File: config.mk
export PLATFORM = sky130hd
export DESIGN_NAME = sreg_guard
export DESIGN_NICKNAME = d
export VERILOG_FILES = /design/src/rtl/sreg_guard_pkg.sv /design/src/rtl/sreg_prot_map.sv /design/src/rtl/sreg_req_gate.sv /design/src/rtl/sreg_guard.sv
export SDC_FILE = /design/constraint.sdc
export NUM_CORES = 1
export LEC_CHECK = 0
export BUFFER_PORTS_ARGS = -buffer_cell sky130_fd_sc_hd__buf_2
export CORE_UTILIZATION = 43
export CTS_CLUSTER_SIZE = 25
export DETAILED_ROUTE_END_ITERATION = 12
export GPL_ROUTABILITY_DRIVEN = 1
export PLACE_DENSITY = 0.86
export SYNTH_ARGS = -nofsm -noshare
export SYNTH_HDL_FRONTEND = slang
export SYNTH_HIERARCHICAL = 1
export SYNTH_SLANG_ARGS = --single-unit
File: constraint.sdc
create_clock -name clk -period 2.59 [get_ports clk]
set_input_delay 0.3885 -clock clk [delete_from_list [all_inputs] [get_ports clk]]
set_output_delay 0.3885 -clock clk [all_outputs]
set_load 0.01 [all_outputs]
File: src/rtl/sreg_guard_pkg.sv
package sreg_guard_pkg;

    // Retained part of the status byte
    typedef struct packed {
        logic       lock;
        logic [1:0] lvl;
    } nv_t;

    typedef struct packed {
        nv_t  nv;
        nv_t  nv_pend;
        logic pend_sr;
        logic wel;
        logic busy;
    } st_t;

    function automatic logic [7:0] pack_status(nv_t nv, logic wel, logic busy);
        return {nv.lock, 3'b000, nv.lvl, wel, busy};
    endfunction

endpackage

File: src/rtl/sreg_prot_map.sv
module sreg_prot_map #(
    parameter int ADDR_W = 12
) (
    input  logic [1:0]        lvl_i,
    input  logic [ADDR_W-1:0] addr_i,
    input  logic              idpg_i,
    output logic              hit_o
);
    localparam int TOP = ADDR_W - 1;

    always_comb begin
        hit_o = 1'b0;
        unique case (lvl_i)
            2'b00: hit_o = 1'b0;
            2'b01: hit_o = !idpg_i && (addr_i[TOP -: 2] == 2'b11);
            2'b10: hit_o = !idpg_i && addr_i[TOP];
            2'b11: hit_o = 1'b1;
            default: hit_o = 1'b0;
        endcase
    end

endmodule

File: src/rtl/sreg_req_gate.sv
module sreg_req_gate (
    input  logic busy_i,
    input  logic wel_i,
    input  logic lock_i,
    input  logic wp_n_i,
    input  logic hit_i,
    output logic sr_ok_o,
    output logic ar_ok_o
);
    logic base_ok;
    logic sr_frozen;

    always_comb begin
        base_ok   = !busy_i && wel_i;
        sr_frozen = lock_i && !wp_n_i;
        sr_ok_o   = base_ok && !sr_frozen;
        ar_ok_o   = base_ok && !hit_i;
    end

endmodule

File: src/rtl/sreg_guard.sv
module sreg_guard
    import sreg_guard_pkg::*;
#(
    parameter int         ADDR_W = 12,
    parameter logic [2:0] RST_NV = 3'b000
) (
    input  logic              clk,
    input  logic              rst_n,
    input  logic              wp_n_i,
    input  logic              ev_wren_i,
    input  logic              ev_wrdi_i,
    input  logic              ev_srwr_i,
    input  logic [7:0]        sr_data_i,
    input  logic              ev_arwr_i,
    input  logic [ADDR_W-1:0] arwr_addr_i,
    input  logic              arwr_idpg_i,
    input  logic              cyc_done_i,
    output logic [7:0]        status_o,
    output logic              permit_o,
    output logic              busy_o
);
    st_t  st_d, st_q;
    logic hit, sr_ok, ar_ok;

    sreg_prot_map #(.ADDR_W(ADDR_W)) i_map (
        .lvl_i  (st_q.nv.lvl),
        .addr_i (arwr_addr_i),
        .idpg_i (arwr_idpg_i),
        .hit_o  (hit)
    );

    sreg_req_gate i_gate (
        .busy_i  (st_q.busy),
        .wel_i   (st_q.wel),
        .lock_i  (st_q.nv.lock),
        .wp_n_i  (wp_n_i),
        .hit_i   (hit),
        .sr_ok_o (sr_ok),
        .ar_ok_o (ar_ok)
    );

    always_comb begin
        st_d     = st_q;
        permit_o = 1'b0;
        if (st_q.busy) begin
            if (cyc_done_i) begin
                st_d.busy    = 1'b0;
                st_d.wel     = 1'b0;
                st_d.pend_sr = 1'b0;
                if (st_q.pend_sr) begin
                    st_d.nv = st_q.nv_pend;
                end
            end
        end else if (ev_srwr_i) begin
            if (sr_ok) begin
                permit_o          = 1'b1;
                st_d.busy         = 1'b1;
                st_d.pend_sr      = 1'b1;
                st_d.nv_pend.lock = sr_data_i[7];
                st_d.nv_pend.lvl  = sr_data_i[3:2];
            end
        end else if (ev_arwr_i) begin
            if (ar_ok) begin
                permit_o  = 1'b1;
                st_d.busy = 1'b1;
            end
        end else if (ev_wrdi_i) begin
            st_d.wel = 1'b0;
        end else if (ev_wren_i) begin
            st_d.wel = 1'b1;
        end
    end

    always_ff @(posedge clk or negedge rst_n) begin
        if (!rst_n) begin
            st_q.nv      <= nv_t'(RST_NV);
            st_q.nv_pend <= nv_t'(RST_NV);
            st_q.pend_sr <= 1'b0;
            st_q.wel     <= 1'b0;
            st_q.busy    <= 1'b0;
        end else begin
            st_q <= st_d;
        end
    end

    assign status_o = pack_status(st_q.nv, st_q.wel, st_q.busy);
    assign busy_o   = st_q.busy;


    busy_start_chk: assert property (@(posedge clk) disable iff (!rst_n)
        $rose(busy_o) |-> $past(permit_o));


    done_clear_chk: assert property (@(posedge clk) disable iff (!rst_n)
        (busy_o && cyc_done_i) |=> (!busy_o && !status_o[1]));


    nv_idle_stable_chk: assert property (@(posedge clk) disable iff (!rst_n)
        !busy_o |=> $stable({status_o[7], status_o[3:2]}));


    busy_block_chk: assert property (@(posedge clk) disable iff (!rst_n)
        busy_o |-> !permit_o);


    permit_wel_chk: assert property (@(posedge clk) disable iff (!rst_n)
        permit_o |-> status_o[1]);


    sr_lock_chk: assert property (@(posedge clk) disable iff (!rst_n)
        (ev_srwr_i && status_o[7] && !wp_n_i) |-> !permit_o);


    full_prot_chk: assert property (@(posedge clk) disable iff (!rst_n)
        (ev_arwr_i && !ev_srwr_i && status_o[3:2] == 2'b11) |-> !permit_o);

endmodule

* Word level (Yosys, flattened, before mapping) *
Index checks and enable logic that the tools add are counted.

word-level totals
  bits in writable memories = 0
  output and inout port bits = 10
  word-level logic and storage cells = 48
  latch bits = 0
  register bits = 9
  memories = 0
  memory bits (read-only) = 0

operators by class
  mux-type cells = 14
  multipliers = 0
  div/mod/pow operators = 0
  magnitude comparators = 0
  $add $sub $neg = 0
  reduce and logical (&&, ||, !) cells = 19
  bitwise logic cells = 1
  equal/unequal tests = 7
  shift-type cells = 0

operators with widths
  operator                                               count
  two-way mux 1 bit                                      11
  AND reduction 3 bit                                    3
  == test 2 bit, second input constant                   3
  logical AND 1 bit                                      6
  two-way mux 3 bit                                      2
  zero test 1 bit                                        5
  inequality test 2 x 1 -> 1 bit, second input constant  2
  case mux 1 bit (4 select lines)                        1
  AND reduction 4 bit                                    1
  nonzero test 2 bit                                     2
  nonzero test 3 bit                                     1
  == test 2 x 1 -> 1 bit, second input constant          1
  zero test 2 bit                                        1
  inequality test 2 bit, second input constant           1
  NOT 1 bit                                              1

* Longest topological paths before layout *
Gate-level depths: netlist of run 1.

  depth after elaboration = 9
  gate-level depth with buffers = 7
  mapped depth without buffers = 7

* Hierarchy *
Netlist of run 1, hierarchy kept.

modules (own cells, without submodules)
  module         instances  sequential area each (um^2)  area an instance (um^2)  cells each
  sreg_guard     1          225.2                        489.2                    41
  sreg_prot_map  1          0.0                          68.8                     9
  sreg_req_gate  1          0.0                          30.0                     4

* Least setup slack after synthesis of run 1 *
OpenSTA, ideal clock, no wires.

  path kind = register to output
  start point = register st_q (netlist bit status_o[2])
  end point = output permit_o
  buffers on the path = 0
  setup slack = 0.956 ns
  data arrival time = 1.246 ns
  cell stages (with the launch flop) = 8
  cells stage by stage = dfrtp_1 -> inv_1 -> ha_1 -> nand3b_1 -> a211oi_1 -> nor2_1 -> nand3b_1 -> a21oi_1

between the ends
  cells in the longest elaborated chain, start to end = 8
  elaborated cells between the ends (all ways) = 11
  classes of those cells = eq/ne (3); mux (5); reduce/logical (3)

ends and longest elaborated chain
  what                                         line                 RTL
  start, declared                              sreg_guard.sv:22     st_t st_d, st_q;
  start signal, assigned                       sreg_guard.sv:82     st_q <= st_d;
  == test 2 bit, or another cell as far along  sreg_prot_map.sv:13  unique case (lvl_i)
  case mux 1 bit (4 select lines) (*)          sreg_prot_map.sv:13
  net hit                                      sreg_guard.sv:23     logic hit, sr_ok, ar_ok;
  zero test 1 bit (*)                          sreg_req_gate.sv:17  ar_ok_o = base_ok && !hit_i;
  logical AND 1 bit (*)                        sreg_req_gate.sv:17
  net ar_ok                                    sreg_guard.sv:23
  two-way mux 1 bit (*)                        sreg_guard.sv:63     if (ar_ok) begin
  two-way mux 1 bit (*)                        sreg_guard.sv:62     end else if (ev_arwr_i) begin
  two-way mux 1 bit (*)                        sreg_guard.sv:54     end else if (ev_srwr_i) begin
  two-way mux 1 bit (*)                        sreg_guard.sv:45     if (st_q.busy) begin
  end, declared                                sreg_guard.sv:19     output logic permit_o,

Mark *: on every way through the listed nets, which the timed path passes. The rest lies on a longest branch.

* Worst setup path after layout of run 1 *
Ends and elaborated chain as after synthesis.

==> impl.org, run 1 <==
** Run
- Max Cap Viol :: 0

** Floorplanning
- Once the floorplan was initialized, standard cells occupied 49.6% of the core.
- From left edge to right edge, the die measures 39.0 um.
- In this run the standard cell core region covers 0.00119 mm2.
- Die H :: 39.0 um
- Cell Rows :: 12
- 39 I/O pins were placed.
- Total Die Area :: 0.00152 mm2

** Synth
- Synth Area in XOR/XNOR :: 0%
- Summing the areas of all compound-gate instances in the mapped netlist gives 10.9% of the synthesized area.
- By area, the combinational part of the netlist is dominated by buffers and inverters.
- The netlist uses 24 different library cells.
- The synthesized netlist devotes 15.1% of its cell area to simple gates.
- The Yosys step of the flow raised 6 warnings.
- In the synthesized netlist, mux cells make up 13.4% of the area.
- Adder-cell share of the synthesized area :: 6.38%
- Number of synthesized register bits :: 9
- Post-synthesis cell area :: 588 um2
- Synthesis handed over a netlist of 54 instances.
- Share of the yosys chip area belonging to registers :: 38.3%
- A synthesized cell averages 10.9 um2.

** Clock network
- Bufs on Longest Clock Path :: 2
- TritonCTS built the clock tree.
- Number of buffers created by CTS :: 3
- Clock-pin slew was measured on the worst setup and hold paths at 0.06 ns.
- H-tree depth :: 1
- CTS root buf :: clkbuf_4
- After clock tree synthesis, the setup repair step added 0 buffers.
- Clock Latency Late Sink :: 0.25 ns
- Number of clock sinks :: 9

** Global route
- Antenna violations before repair :: 0
- Entering global routing, the biggest net connects 12 pins.
- The via count of the first global-routing pass came to 284.
- GRT Overall Usage :: 12.8%
- Total overflow reported by the global router :: 0
- In the global route stage, met1 resource usage came out at 16.9%.
- Met2 Resource Use GR :: 19.6%
- Global routing consumed, on the met3 layer, 1.73% of the routing resources.
- Wire length of the first global-routing pass :: 1240 um
- met2 is the most crowded layer.

** Worst setup path
- The endpoint identified for the worst register-to-register timing path is st_q[4].
- The slowest stage of the critical path belongs to the cell dfrtp_1.
- Cells on worst reg2reg path :: 5
- Data on the critical path is required at its endpoint by 2.20 ns.
- Startpoint Class :: flop
- Of all nets on the critical path, the largest fanout is 4.
- The worst setup path is of the flop to output pin kind.
- The startpoint identified for the worst register-to-register timing path is busy_o.
- STA puts the critical path data arrival time at 1.74 ns.
- Longest individual stage delay on the worst path :: 0.38 ns
- Sort of element at the end of the critical path :: output pin
- Worst-case register-to-register setup slack :: 1.02 ns
- Walking the worst path, the cells encountered are inv_1 > ha_1 > nand3b_1 > a211oi_1 > nor2_1 > nand3b_1 > a21oi_1 > buf_2.
- WP buf/inv :: 2
- Family of cells with the greatest summed delay on the critical path :: flip-flops
- In this design, the critical path's most frequently occurring cell is nand3b_1.

** Timing
- For this run, the top clock speed supported by timing is 470 MHz.
- Time the worst path needs with I/O delays and setup :: 2.13 ns
- The hold violation total from the final report came to 0.
- RSZ-0062 raised after global routing :: no
- Fin crit share :: 82.2%
- The count of final max-slew check failures was 0.
- Post-route setup TNS :: 0 ns
- Worst clock skew :: 0.00608 ns
- Number of setup violations in the final report :: 0

** Finish
- Commonest cells after routing, fill and taps aside :: buf_2, dfrtp_1, inv_1
- Net count, final :: 105
- The sequential cells in the finished layout cover a total of 225 um2.
- Compared with the post-synthesis result, the final layout area differs by 15.3%.
- Leading cell type in the layout, fill and taps excluded :: buf_2
- 0 antenna diodes ended up in the layout.
- The layout has 108 filler cells.
- Summing all multi-input logic gate instances after layout gives 280 um2.
- Share of post-route cells with drive strength above 1 :: 43.1%

** Drt
- After detailed routing, the total wire length is 919 um.
- Number of DRC markers after the initial detailed-route iteration :: 6
- For this block, the via count after detailed routing is 399.
- Mean number of vias per cell :: 4.64
- Wire length per cell after detailed routing :: 10.7 um
- Number of design rule violations left after detail routing :: 0
- The detail route stage leaves a number of antenna-violating nets equal to 0.
- The first TritonRoute pass finished after 4 iterations.

** Worst hold path
- The worst hold path was traced through 2 stages.
- Worst hold-check path type :: input pin to flop
- Worst hold path startpoint :: sr_data_i[7]
- For hold timing, the worst endpoint is st_q[5].

** Power
- The analysis attributes to cell leakage a power of 0.352 nW.
- Post-route total power :: 0.617 mW
- Dividing total power by cell area gives a power density of 910 mW/mm2.
- The worst-case IR drop observed on VDD is 0.539 mV.

** Placement
- Count of input and output buffers :: 20
- Final RePlAce weighted congestion :: 0.694
- Once detailed placement completed, the half-perimeter wirelength came to 704 um.

** Outcome
- Status :: finished, final reports clean
==> sequential cells by signal (all words and copies together), names as in the netlist <==
signal    cells
status_o      4
st_q          4
busy_o        1
==> metal layers <==
layer | share of wire, % | wire (um)
met1 | 46 | 424
met2 | 49 | 447
met3 | 3.8 | 35
met4 | 1.2 | 11
met5 | 0 | 0
==> worst reg2reg max path: stages (launching register included) <==
cell	delay, ns
dfrtp_1	0.52
nand2b_4	0.21
a21oi_2	0.17
nand2_2	0.10
nor2_4	0.12
mux2_1	0.32
==> report_power, final <==
group	switching [mW]	internal [mW]	total [mW]
combinational	0.104	0.134	0.238
sequential	0.0722	0.202	0.275
clock	0.0454	0.0591	0.105
==> worst max path at each step <==
stage	startpoint	depth (start not counted)	to
global route	status_o[2]	8	permit_o
floorplan	status_o[2]	7	permit_o
CTS	status_o[2]	8	permit_o
detailed placement	status_o[2]	8	permit_o
global placement	status_o[2]	8	permit_o
finish	status_o[2]	8	permit_o
==> synth_stat cells <==
| cell | count | area, um2 |
|---|---|---|
| nand3_4 | 1 | 17.5 |
| mux2_1 | 3 | 33.8 |
| mux2_4 | 3 | 45.0 |
| nor2_1 | 2 | 7.51 |
| o21ai_0 | 1 | 5.00 |
| a21oi_1 | 4 | 20.0 |
| a22oi_1 | 1 | 7.51 |
| nand2b_1 | 1 | 6.26 |
| a21oi_2 | 1 | 8.76 |
| nand2_2 | 1 | 6.26 |
| nor2_4 | 1 | 11.3 |
| nor2b_1 | 1 | 6.26 |
| nand2b_4 | 1 | 13.8 |
| buf_6 | 1 | 11.3 |
| dfrtp_1 | 9 | 225 |
| ha_1 | 3 | 37.5 |
| nor3_1 | 1 | 5.00 |
| inv_1 | 5 | 18.8 |
| buf_4 | 8 | 60.1 |
| a221oi_1 | 1 | 8.76 |
| o22ai_1 | 1 | 6.26 |
| nand3b_1 | 2 | 15.0 |
| a211oi_1 | 1 | 7.51 |
| conb_1 | 1 | 3.75 |
==> metrics by stage <==
stage          hold WS (ns)  setup WS (ns)  area, um2  utilization [%]  instances
6_report              0.348          0.461        678             57.2         86
3_5_place_dp          0.246          0.735        642             54.1         81
5_1_grt               0.342          0.364        678             57.2         86
2_1_floorplan        0.0929          0.956        596                -         56
4_1_cts               0.345          0.436        678             57.2         86
3_3_place_gp          0.244          0.755        642             54.1         81
==> kinds of logic after synthesis <==
kind of cell	after synthesis
mux	6
compound gates	10
other cells	1
simple gates	11
buf+inv	14
flops	9
fa+ha+maj	3
==> what timing repair did <==
item	4_1_cts	5_1_grt
hold buffers	1	0
resized for setup	0	0
endpoints found under the hold margin	9	0
==> final cells by class <==
type / count / share of cell area, %
sequential: 9 / 33.2
clock buffer: 4 / 3.87
tap: 14 / 2.58
multi-input combinational: 33 / 41.3
timing repair buffer: 21 / 16.2
inverter: 5 / 2.77
Power figures use the tool's default switching activity.
==> run 2: changes to the inputs <==
CORE_UTILIZATION = 40   (was 43)
PLACE_DENSITY = 0.81   (was 0.86)
clock period = 2.06 ns   (was 2.59 ns; I/O delays follow)
==> impl.org, run 2 (same netlist as run 1, synthesis figures left out) <==
** Clock network
- The clock reaches the later pin of the worst-skew pair after 0.26 ns.
- Clock-pin slew was measured on the worst setup and hold paths at 0.06 ns.
- H-tree depth :: 1
- Counting every sink on the clock net gives 9.
- The clock passes through at most 2 buffers.
- TritonCTS built the clock tree.
- The number of clock buffers added by TritonCTS is 3.
- The tree is rooted in a clkbuf_4.

** Worst setup path
- In this run the worst path has a maximum fanout of 4.
- Startpoint Class :: flop
- For the worst setup path, the data arrival time is 1.68 ns.
- Critical Setup Path Class :: flop to output pin
- Required time of the critical path :: 1.75 ns
- Sort of element at the end of the critical path :: output pin

** Drt
- After detailed routing, the average wire length per cell comes to 11.7 um.
- In the routed layout, each cell is associated on average with a via count of 5.02.
- Detailed routing inserted a total of 457 vias.
- Number of DRC markers after the initial detailed-route iteration :: 1
- Number of design rule violations left after detail routing :: 0
- The detail route stage leaves a number of antenna-violating nets equal to 0.
- Count of TritonRoute iterations in the first routing pass :: 4
- Total routed wirelength :: 1060 um

** Global route
- The first global-routing pass estimated 1390 um of wire.
- The via count of the first global-routing pass is 317.
- GRT Overall Usage :: 14.6%
- Antenna violations before repair :: 0
- Total overflow reported by the global router :: 0
- Entering global routing, the biggest net connects 11 pins.

** Timing
- Based on the critical path, the design can be clocked at up to 504 MHz.
- The count of final max-slew check failures was 0.
- Setup repair after global routing could not meet its margin everywhere.
- Time the worst path needs with I/O delays and setup :: 1.98 ns
- Setup violations remaining at the end of the flow were counted as 0.
- Worst clock skew :: 0.00350 ns
- The hold violation total from the final report was 0.
- The worst path uses 96.4% of the clock period.
- WHS :: 0.266 ns

** Finish
- The top cell types in the final layout, fill and taps aside, are buf_2, dfrtp_1, inv_1.
- Share of post-route cells with drive strength above 1 :: 51.3%
- After the last flow step, the layout net total stands at 109.
- Area overhead of the layout relative to synthesis :: 23.4%
- After routing the design area is 726 um2.
- Once layout is complete, the utilization of the core stands at 54.4%.
- Final cell count without fillers :: 91
- Layout fillers :: 129
- The library cell used most frequently in the layout, excluding fill and tap cells, is buf_2.
- 0 antenna diodes ended up in the layout.

** Placement
- Summing all placed instances gives a cell area of 651 um2.
- Detailed placement finished with a half-perimeter wire length of 798 um.
- Including well taps, the total number of placed cells is 83.
- The congestion estimate from routability-driven global placement came to 0.596.
- Count of input and output buffers :: 20

** Power
- Leakage power total :: 0.372 nW
- Across the VDD grid, the largest voltage drop is 0.580 mV.
- Power per unit of standard cell area :: 1180 mW/mm2
- Post-route total power :: 0.856 mW

** Floorplanning
- The die covers 0.00163 mm2.
- Die H :: 40.3 um
- Floorplan core area :: 0.00133 mm2
- After floorplanning, the core was divided into 13 placement rows.
- Die Span X :: 40.3 um
- For this configuration, the core starts out at a cell density of 44.1%.
- I/O pin count :: 39

** Outcome
- The flow ran to the end, and the final reports show no timing, DRC or antenna violations.

** Run
- Across the run, the number of max-cap violations was 0.

** Worst hold path
- Worst hold-check path type :: input pin to flop
[run 2: path summary, 6_finish.rpt]
path | start | cells past startpoint | slack (ns) | end
min | sr_data_i[2] | 2 | 0.27 | st_q[3]
min in group asynchronous | rst_n | 2 | 0.44 | status_o[1]
max in group asynchronous | rst_n | 2 | 1.44 | st_q[3]
min reg2reg | st_q[3] | 1 | 0.49 | st_q[3]
max reg2reg | status_o[3] | 7 | 0.64 | busy_o
max | status_o[3] | 8 | 0.08 | permit_o
[run 2: per-layer routing]
metal  GRT usage, %  wire length [um]  vias to the layer above
met1           14.8               408                      216
li1               -                 -                      222
met5              0                 0                        -
met2           22.6               571                       15
met3           8.33                60                        4
met4           10.0                21                        0
[run 2: where the power goes]
part	leakage [nW]	internal [mW]	switching (mW)
clock network	0.0150	0.0743	0.0566
registers	0.112	0.255	0.0656
logic	0.246	0.218	0.187
total	0.372	0.548	0.309
[run 2: worst max-delay path: stages, from the launching register on]
cell      delay, ns
dfrtp_1        0.41
buf_4          0.15
ha_2           0.17
nor3_2         0.12
a211oi_2       0.06
nor2_1         0.10
nand3b_1       0.13
a21oi_2        0.14
buf_2          0.13
[run 2: final cells by class]
cell class	count	area, um2	area share (%)
repair buffers	25	140	19.3
multi-input cells	33	297	40.9
inverters	5	18.8	2.59
well taps	15	18.8	2.59
clock buffers	4	26.3	3.62
flip-flops and latches	9	225	31.0
[run 2: per-stage QoR]
stage	setup TNS (ns)	worst slack (ns)
global route	-0.0551	-0.0551
detailed placement	0	0.275
finish	0	0.0750
global placement	0	0.317
CTS	0	0.0297
floorplan	0	0.505
[run 2: what timing repair did]
item                                    4_1_cts  5_1_grt
setup buffers                                 2        1
hold endpoints to repair                      9        0
pin swaps                                     0        1
endpoints found under the setup margin        1        1
hold buffers                                  1        0
resized for setup                             2        2
